**config.mk**
```make
export PLATFORM = sky130hd
export DESIGN_NAME = csram_grid
export DESIGN_NICKNAME = d
export VERILOG_FILES = /design/src/rtl/csram_pkg.sv /design/src/rtl/csram_dec.sv /design/src/rtl/csram_cells.sv /design/src/rtl/csram_colmux.sv /design/src/rtl/csram_grid.sv
export SDC_FILE = /design/constraint.sdc
export NUM_CORES = 1
export LEC_CHECK = 0
export CORE_MARGIN = 2
export CORE_UTILIZATION = 39
export CTS_CLUSTER_DIAMETER = 50
export CTS_CLUSTER_SIZE = 10
export DETAILED_ROUTE_END_ITERATION = 16
export DONT_BUFFER_PORTS = 1
export GPL_TIMING_DRIVEN = 0
export SYNTH_ARGS = -nofsm -noshare
export SYNTH_HDL_FRONTEND = slang
export SYNTH_SLANG_ARGS = --single-unit
export TNS_END_PERCENT = 5
```
**constraint.sdc**
```tcl
create_clock -name clk -period 2.1 [get_ports clk]
set_input_delay 0.105 -clock clk [delete_from_list [all_inputs] [get_ports clk]]
set_output_delay 0.105 -clock clk [all_outputs]
set_load 0.005 [all_outputs]
```
**src/rtl/csram_pkg.sv**
```systemverilog
package csram_pkg;

    typedef enum logic [1:0] {
        OP_IDLE  = 2'd0,
        OP_READ  = 2'd1,
        OP_WRITE = 2'd2
    } ram_op_e;

    typedef struct packed {
        logic sel;
        logic out_en;
        logic wr_en;
    } ram_ctrl_t;

    function automatic ram_ctrl_t ctrl_from_pins(input logic cs_n,
                                                 input logic oe_n,
                                                 input logic we_n);
        ram_ctrl_t c;
        c.sel    = ~cs_n;
        c.out_en = ~oe_n;
        c.wr_en  = ~we_n;
        return c;
    endfunction

    function automatic ram_op_e op_from_ctrl(input ram_ctrl_t c);
        if (!c.sel)        return OP_IDLE;
        else if (c.wr_en)  return OP_WRITE;
        else if (c.out_en) return OP_READ;
        else               return OP_IDLE;
    endfunction

endpackage

```
**src/rtl/csram_dec.sv**
```systemverilog
module csram_dec #(
    parameter int N_OUT = 8,
    parameter int IN_W  = 3
) (
    input  logic             en,
    input  logic [IN_W-1:0]  idx,
    output logic [N_OUT-1:0] sel
);
    for (genvar i = 0; i < N_OUT; i++) begin : g_line
        assign sel[i] = en && (idx == IN_W'(i));
    end
endmodule

```
**src/rtl/csram_cells.sv**
```systemverilog
module csram_cells #(
    parameter int ROWS   = 8,
    parameter int WPR    = 2,
    parameter int WORD_W = 4,
    localparam int COLS  = WPR * WORD_W
) (
    input  logic                       clk,
    input  logic                       rst,
    input  logic [ROWS-1:0]            row_sel,
    input  logic [WPR-1:0]             col_sel,
    input  logic                       wr_en,
    input  logic [WORD_W-1:0]          wr_data,
    output logic [ROWS-1:0][COLS-1:0]  cell_out
);
    for (genvar r = 0; r < ROWS; r++) begin : g_row
        for (genvar c = 0; c < COLS; c++) begin : g_col
            localparam int W = c / WORD_W;
            localparam int B = c % WORD_W;
            logic q;
            logic bit_sel;
            assign bit_sel = row_sel[r] & col_sel[W];
            always_ff @(posedge clk) begin
                if (rst)
                    q <= 1'b0;
                else if (wr_en && bit_sel)
                    q <= wr_data[B];
            end
            assign cell_out[r][c] = q & bit_sel;
        end
    end
endmodule

```
**src/rtl/csram_colmux.sv**
```systemverilog
module csram_colmux #(
    parameter int ROWS   = 8,
    parameter int WPR    = 2,
    parameter int WORD_W = 4,
    localparam int COLS  = WPR * WORD_W
) (
    input  logic [ROWS-1:0][COLS-1:0] cell_out,
    output logic [WORD_W-1:0]         word
);
    always_comb begin
        word = '0;
        for (int r = 0; r < ROWS; r++) begin
            for (int w = 0; w < WPR; w++) begin
                for (int b = 0; b < WORD_W; b++) begin
                    word[b] = word[b] | cell_out[r][w*WORD_W + b];
                end
            end
        end
    end
endmodule

```
**src/rtl/csram_grid.sv**
```systemverilog
module csram_grid #(
    parameter int ROWS          = 8,
    parameter int WORDS_PER_ROW = 2,
    parameter int WORD_W        = 4,
    localparam int ROW_W  = $clog2(ROWS),
    localparam int COL_W  = $clog2(WORDS_PER_ROW),
    localparam int ADDR_W = ROW_W + COL_W,
    localparam int COLS   = WORDS_PER_ROW * WORD_W
) (
    input  logic              clk,
    input  logic              rst,
    input  logic [ADDR_W-1:0] addr,
    input  logic [WORD_W-1:0] wr_data,
    input  logic              cs_n,
    input  logic              oe_n,
    input  logic              we_n,
    output logic [WORD_W-1:0] rd_data
);
    import csram_pkg::*;

    ram_ctrl_t                  ctrl;
    ram_op_e                    op;
    logic [ROWS-1:0]            row_sel;
    logic [WORDS_PER_ROW-1:0]   col_sel;
    logic [ROWS-1:0][COLS-1:0]  cell_out;
    logic [WORD_W-1:0]          mux_word;
    logic [WORD_W-1:0]          rd_q;

    assign ctrl = ctrl_from_pins(cs_n, oe_n, we_n);
    assign op   = op_from_ctrl(ctrl);

    csram_dec #(.N_OUT(ROWS), .IN_W(ROW_W)) row_dec_i (
        .en  (ctrl.sel),
        .idx (addr[ADDR_W-1:COL_W]),
        .sel (row_sel)
    );

    csram_dec #(.N_OUT(WORDS_PER_ROW), .IN_W(COL_W)) col_dec_i (
        .en  (ctrl.sel),
        .idx (addr[COL_W-1:0]),
        .sel (col_sel)
    );

    csram_cells #(.ROWS(ROWS), .WPR(WORDS_PER_ROW), .WORD_W(WORD_W)) cells_i (
        .clk      (clk),
        .rst      (rst),
        .row_sel  (row_sel),
        .col_sel  (col_sel),
        .wr_en    (op == OP_WRITE),
        .wr_data  (wr_data),
        .cell_out (cell_out)
    );

    csram_colmux #(.ROWS(ROWS), .WPR(WORDS_PER_ROW), .WORD_W(WORD_W)) mux_i (
        .cell_out (cell_out),
        .word     (mux_word)
    );

    always_ff @(posedge clk) begin
        if (rst)
            rd_q <= '0;
        else if (op == OP_READ)
            rd_q <= mux_word;
        else
            rd_q <= '0;
    end

    assign rd_data = rd_q;
endmodule

```
==> out/qor.yml <==
outcome: "finished, final reports clean"
dr_wl_met3_um: 489
max_slew_margin_pct: 56.11
layout_commonest_cell: "dfxtp_1"
synth-seq-cells: 68
finalHoldViolCount: 0
pin_count: 17
cts-root-buf: "clkbuf_8"
crit_fanout: 7
core_region_area_um2: 8217
holdCritPathClass: "in -> reg"
fin_nets: 415
antenna_left: 0
crit_path_start_kind: "input pin"
die_h_um: 96.05
report.final.slew_viol_count: 0
rsz0062_at_grt: "no"
worstMarginPinSlew_ns: 0.6583
die_w_um: 96.05
wl_met2_mm: 4.286
ir_drop_mv: 0.3657
synth.cell_area_um2: 3304
ys_seq_area_share_pct: 41.20
antenna_found_initial: 0
clockBufferDepth: 2
tritoncts: "yes"
start_util_pct: 40.22
syn_avg_cell_area_um2: 8.473
portBuffers: 0
rows: 33
clock_latency_ns: 0.36
area_delta_synth_final_pct: 10.87
synth-edff-count: 0
avgRoutedWirePerCell_um: 19.43
fillers: 821
maxCapViolCount: 0
fin_setup_tns_ns: 0
grt_pass1_vias: 2792
ff_latch_area_um2: 1361
critPathBufInv: 2
slowest_delay_ns: 0.71
synth_nets: 403
fmax_mhz: 577.0
synth_ff_type: "dfxtp_1"
hpwlAfterDp_mm: 7.022
drtIter0Drc: 189
fin_crit_sh_pct: 82.53
fin_ws_ns: 0.3668
worstPathRequired_ns: 2.32
clk_pin_slew_ns: 0.08
setup_viol: 0
async_flop_share_pct: 0
highest-signal-layer: "met4"
grt_overflow: 0
arrival_ns: 1.96
grt.total_usage_pct: 23.29
met1_length_mm: 4.968
critPathKind: "in -> reg"
cts_resized: 0
period_minus_slack_ns: 1.733
crit_family: "buffers and inverters"
dieArea_um2: 9226
antenna_cells: 0
power_mw: 2.747
routed_wl_mm: 9.950
crit_chain: "dlygate4sd3_1 > nor4b_4 > and2_1 > buf_2 > mux2i_1 > nor2_1"
clkSinkCount: 68
drc: 0
cts_max_level: 3
vias: 2965
syn_inst: 390
crit_path_end_kind: "register"
p_leak_nw: 1.167
place.gp.congestion: 0.9301
multi_input_area_um2: 1709
power_density_nw_per_um2: 749.7
detail_route.first_pass.iterations: 5
cts_buffers: 9
drive_gt1_share_pct: 11.06
whs_ns: 0.01099
pre_cts_ws_ns: 0.4735
cp_slowest_cell: "dlygate4sd3_1"
ys_types: 41
ys_warn_count: 0
fin_skew_ns: 0.006430
viasPerCell: 5.791
grt_max_degree: 12
grt_first_pass_wirelength_mm: 15.59
mostFrequentLayoutCells: "68 x dfxtp_1, 63 x nand2_1, 49 x a21oi_1, 48 x nand3_1, 36 x mux2i_1"
==> cells in the mapped netlist, types with 2 or more instances <==
cell	n	area, µm²
or3b_1	2	17.52
clkbuf_2	4	20.02
a22o_1	4	35.03
nand3_1	48	240.2
and2_1	4	25.02
nor2b_1	4	25.02
nand2_1	63	236.5
a32oi_1	2	17.52
nor4b_1	2	17.52
clkbuf_1	16	60.06
buf_6	6	67.56
nor2_1	27	101.4
buf_4	3	22.52
nand4bb_1	3	33.78
a31oi_1	5	31.28
a21oi_1	49	245.2
or4b_4	2	27.53
dfxtp_1	68	1361
nor4b_4	3	71.32
mux2i_1	36	360.4
o22ai_1	8	50.05
inv_1	4	15.01
buf_2	9	45.04
==> kinds of logic after synthesis <==
logic type / synth area share (%)
simple gates: 27.49
compound gates: 12.99
buf+inv: 7.080
flops: 41.20
mux: 11.25
==> flip-flops by register name, indices dropped and copies added (netlist names) <==
| signal | count |
|---|---|
| cells_i.g_row.g_col.q | 64 |
| rd_data | 4 |
==> per-layer routing <==
metal	GRT usage, %	vias up
met5	0	-
met4	7.381	0
met3	4.933	21
met2	34.43	91
met1	33.64	1457
li1	-	1396
==> cell type report <==
class | instances | share of cell area (%)
buffer | 39 | 5.977
clock buffer | 12 | 3.962
clock inverter | 4 | 1.981
inverter | 4 | 0.4098
multi-input combinational | 279 | 46.65
sequential | 68 | 37.16
tap | 105 | 3.586
timing repair buffer | 1 | 0.2732
==> repair_timing <==
action,CTS,global route
endpoints found under the hold margin,7,0
buffers inserted,0,0
hold buffers,1,0
endpoints found under the setup margin,0,0
==> worst paths after layout <==
kind / startpoint / to / slack [ns] / cells past startpoint
max reg2reg: cells_i.g_row[1].g_col[4].q / rd_data[0] / 0.82 / 4
min: we_n / cells_i.g_row[3].g_col[3].q / 0.01 / 3
max: we_n / cells_i.g_row[7].g_col[1].q / 0.37 / 6
min reg2reg: cells_i.g_row[4].g_col[3].q / cells_i.g_row[4].g_col[3].q / 0.45 / 2
==> report_power, final <==
part,internal (mW),switching [mW],total (mW)
logic,0.0662,0.155,0.221
clock network,0.700,0.522,1.22
registers,1.30,0.00568,1.30
==> per-stage QoR <==
stage | std cells | instance area [µm²] | utilization, %
after detailed placement | 495 | 3436 | 41.82
after floorplan | 390 | 3304 | -
after global routing | 512 | 3664 | 44.59
after global placement | 495 | 3436 | 41.82
final | 512 | 3664 | 44.59
after CTS | 512 | 3664 | 44.59
==> worst register-to-register path, cell delays in order, from the launching register on <==
cell      delay [ns]
dfxtp_1         0.39
and4bb_1        0.22
a31oi_1         0.04
or3b_1          0.35
a41oi_1         0.20
No activity file was read; power rests on OpenSTA's default activity.
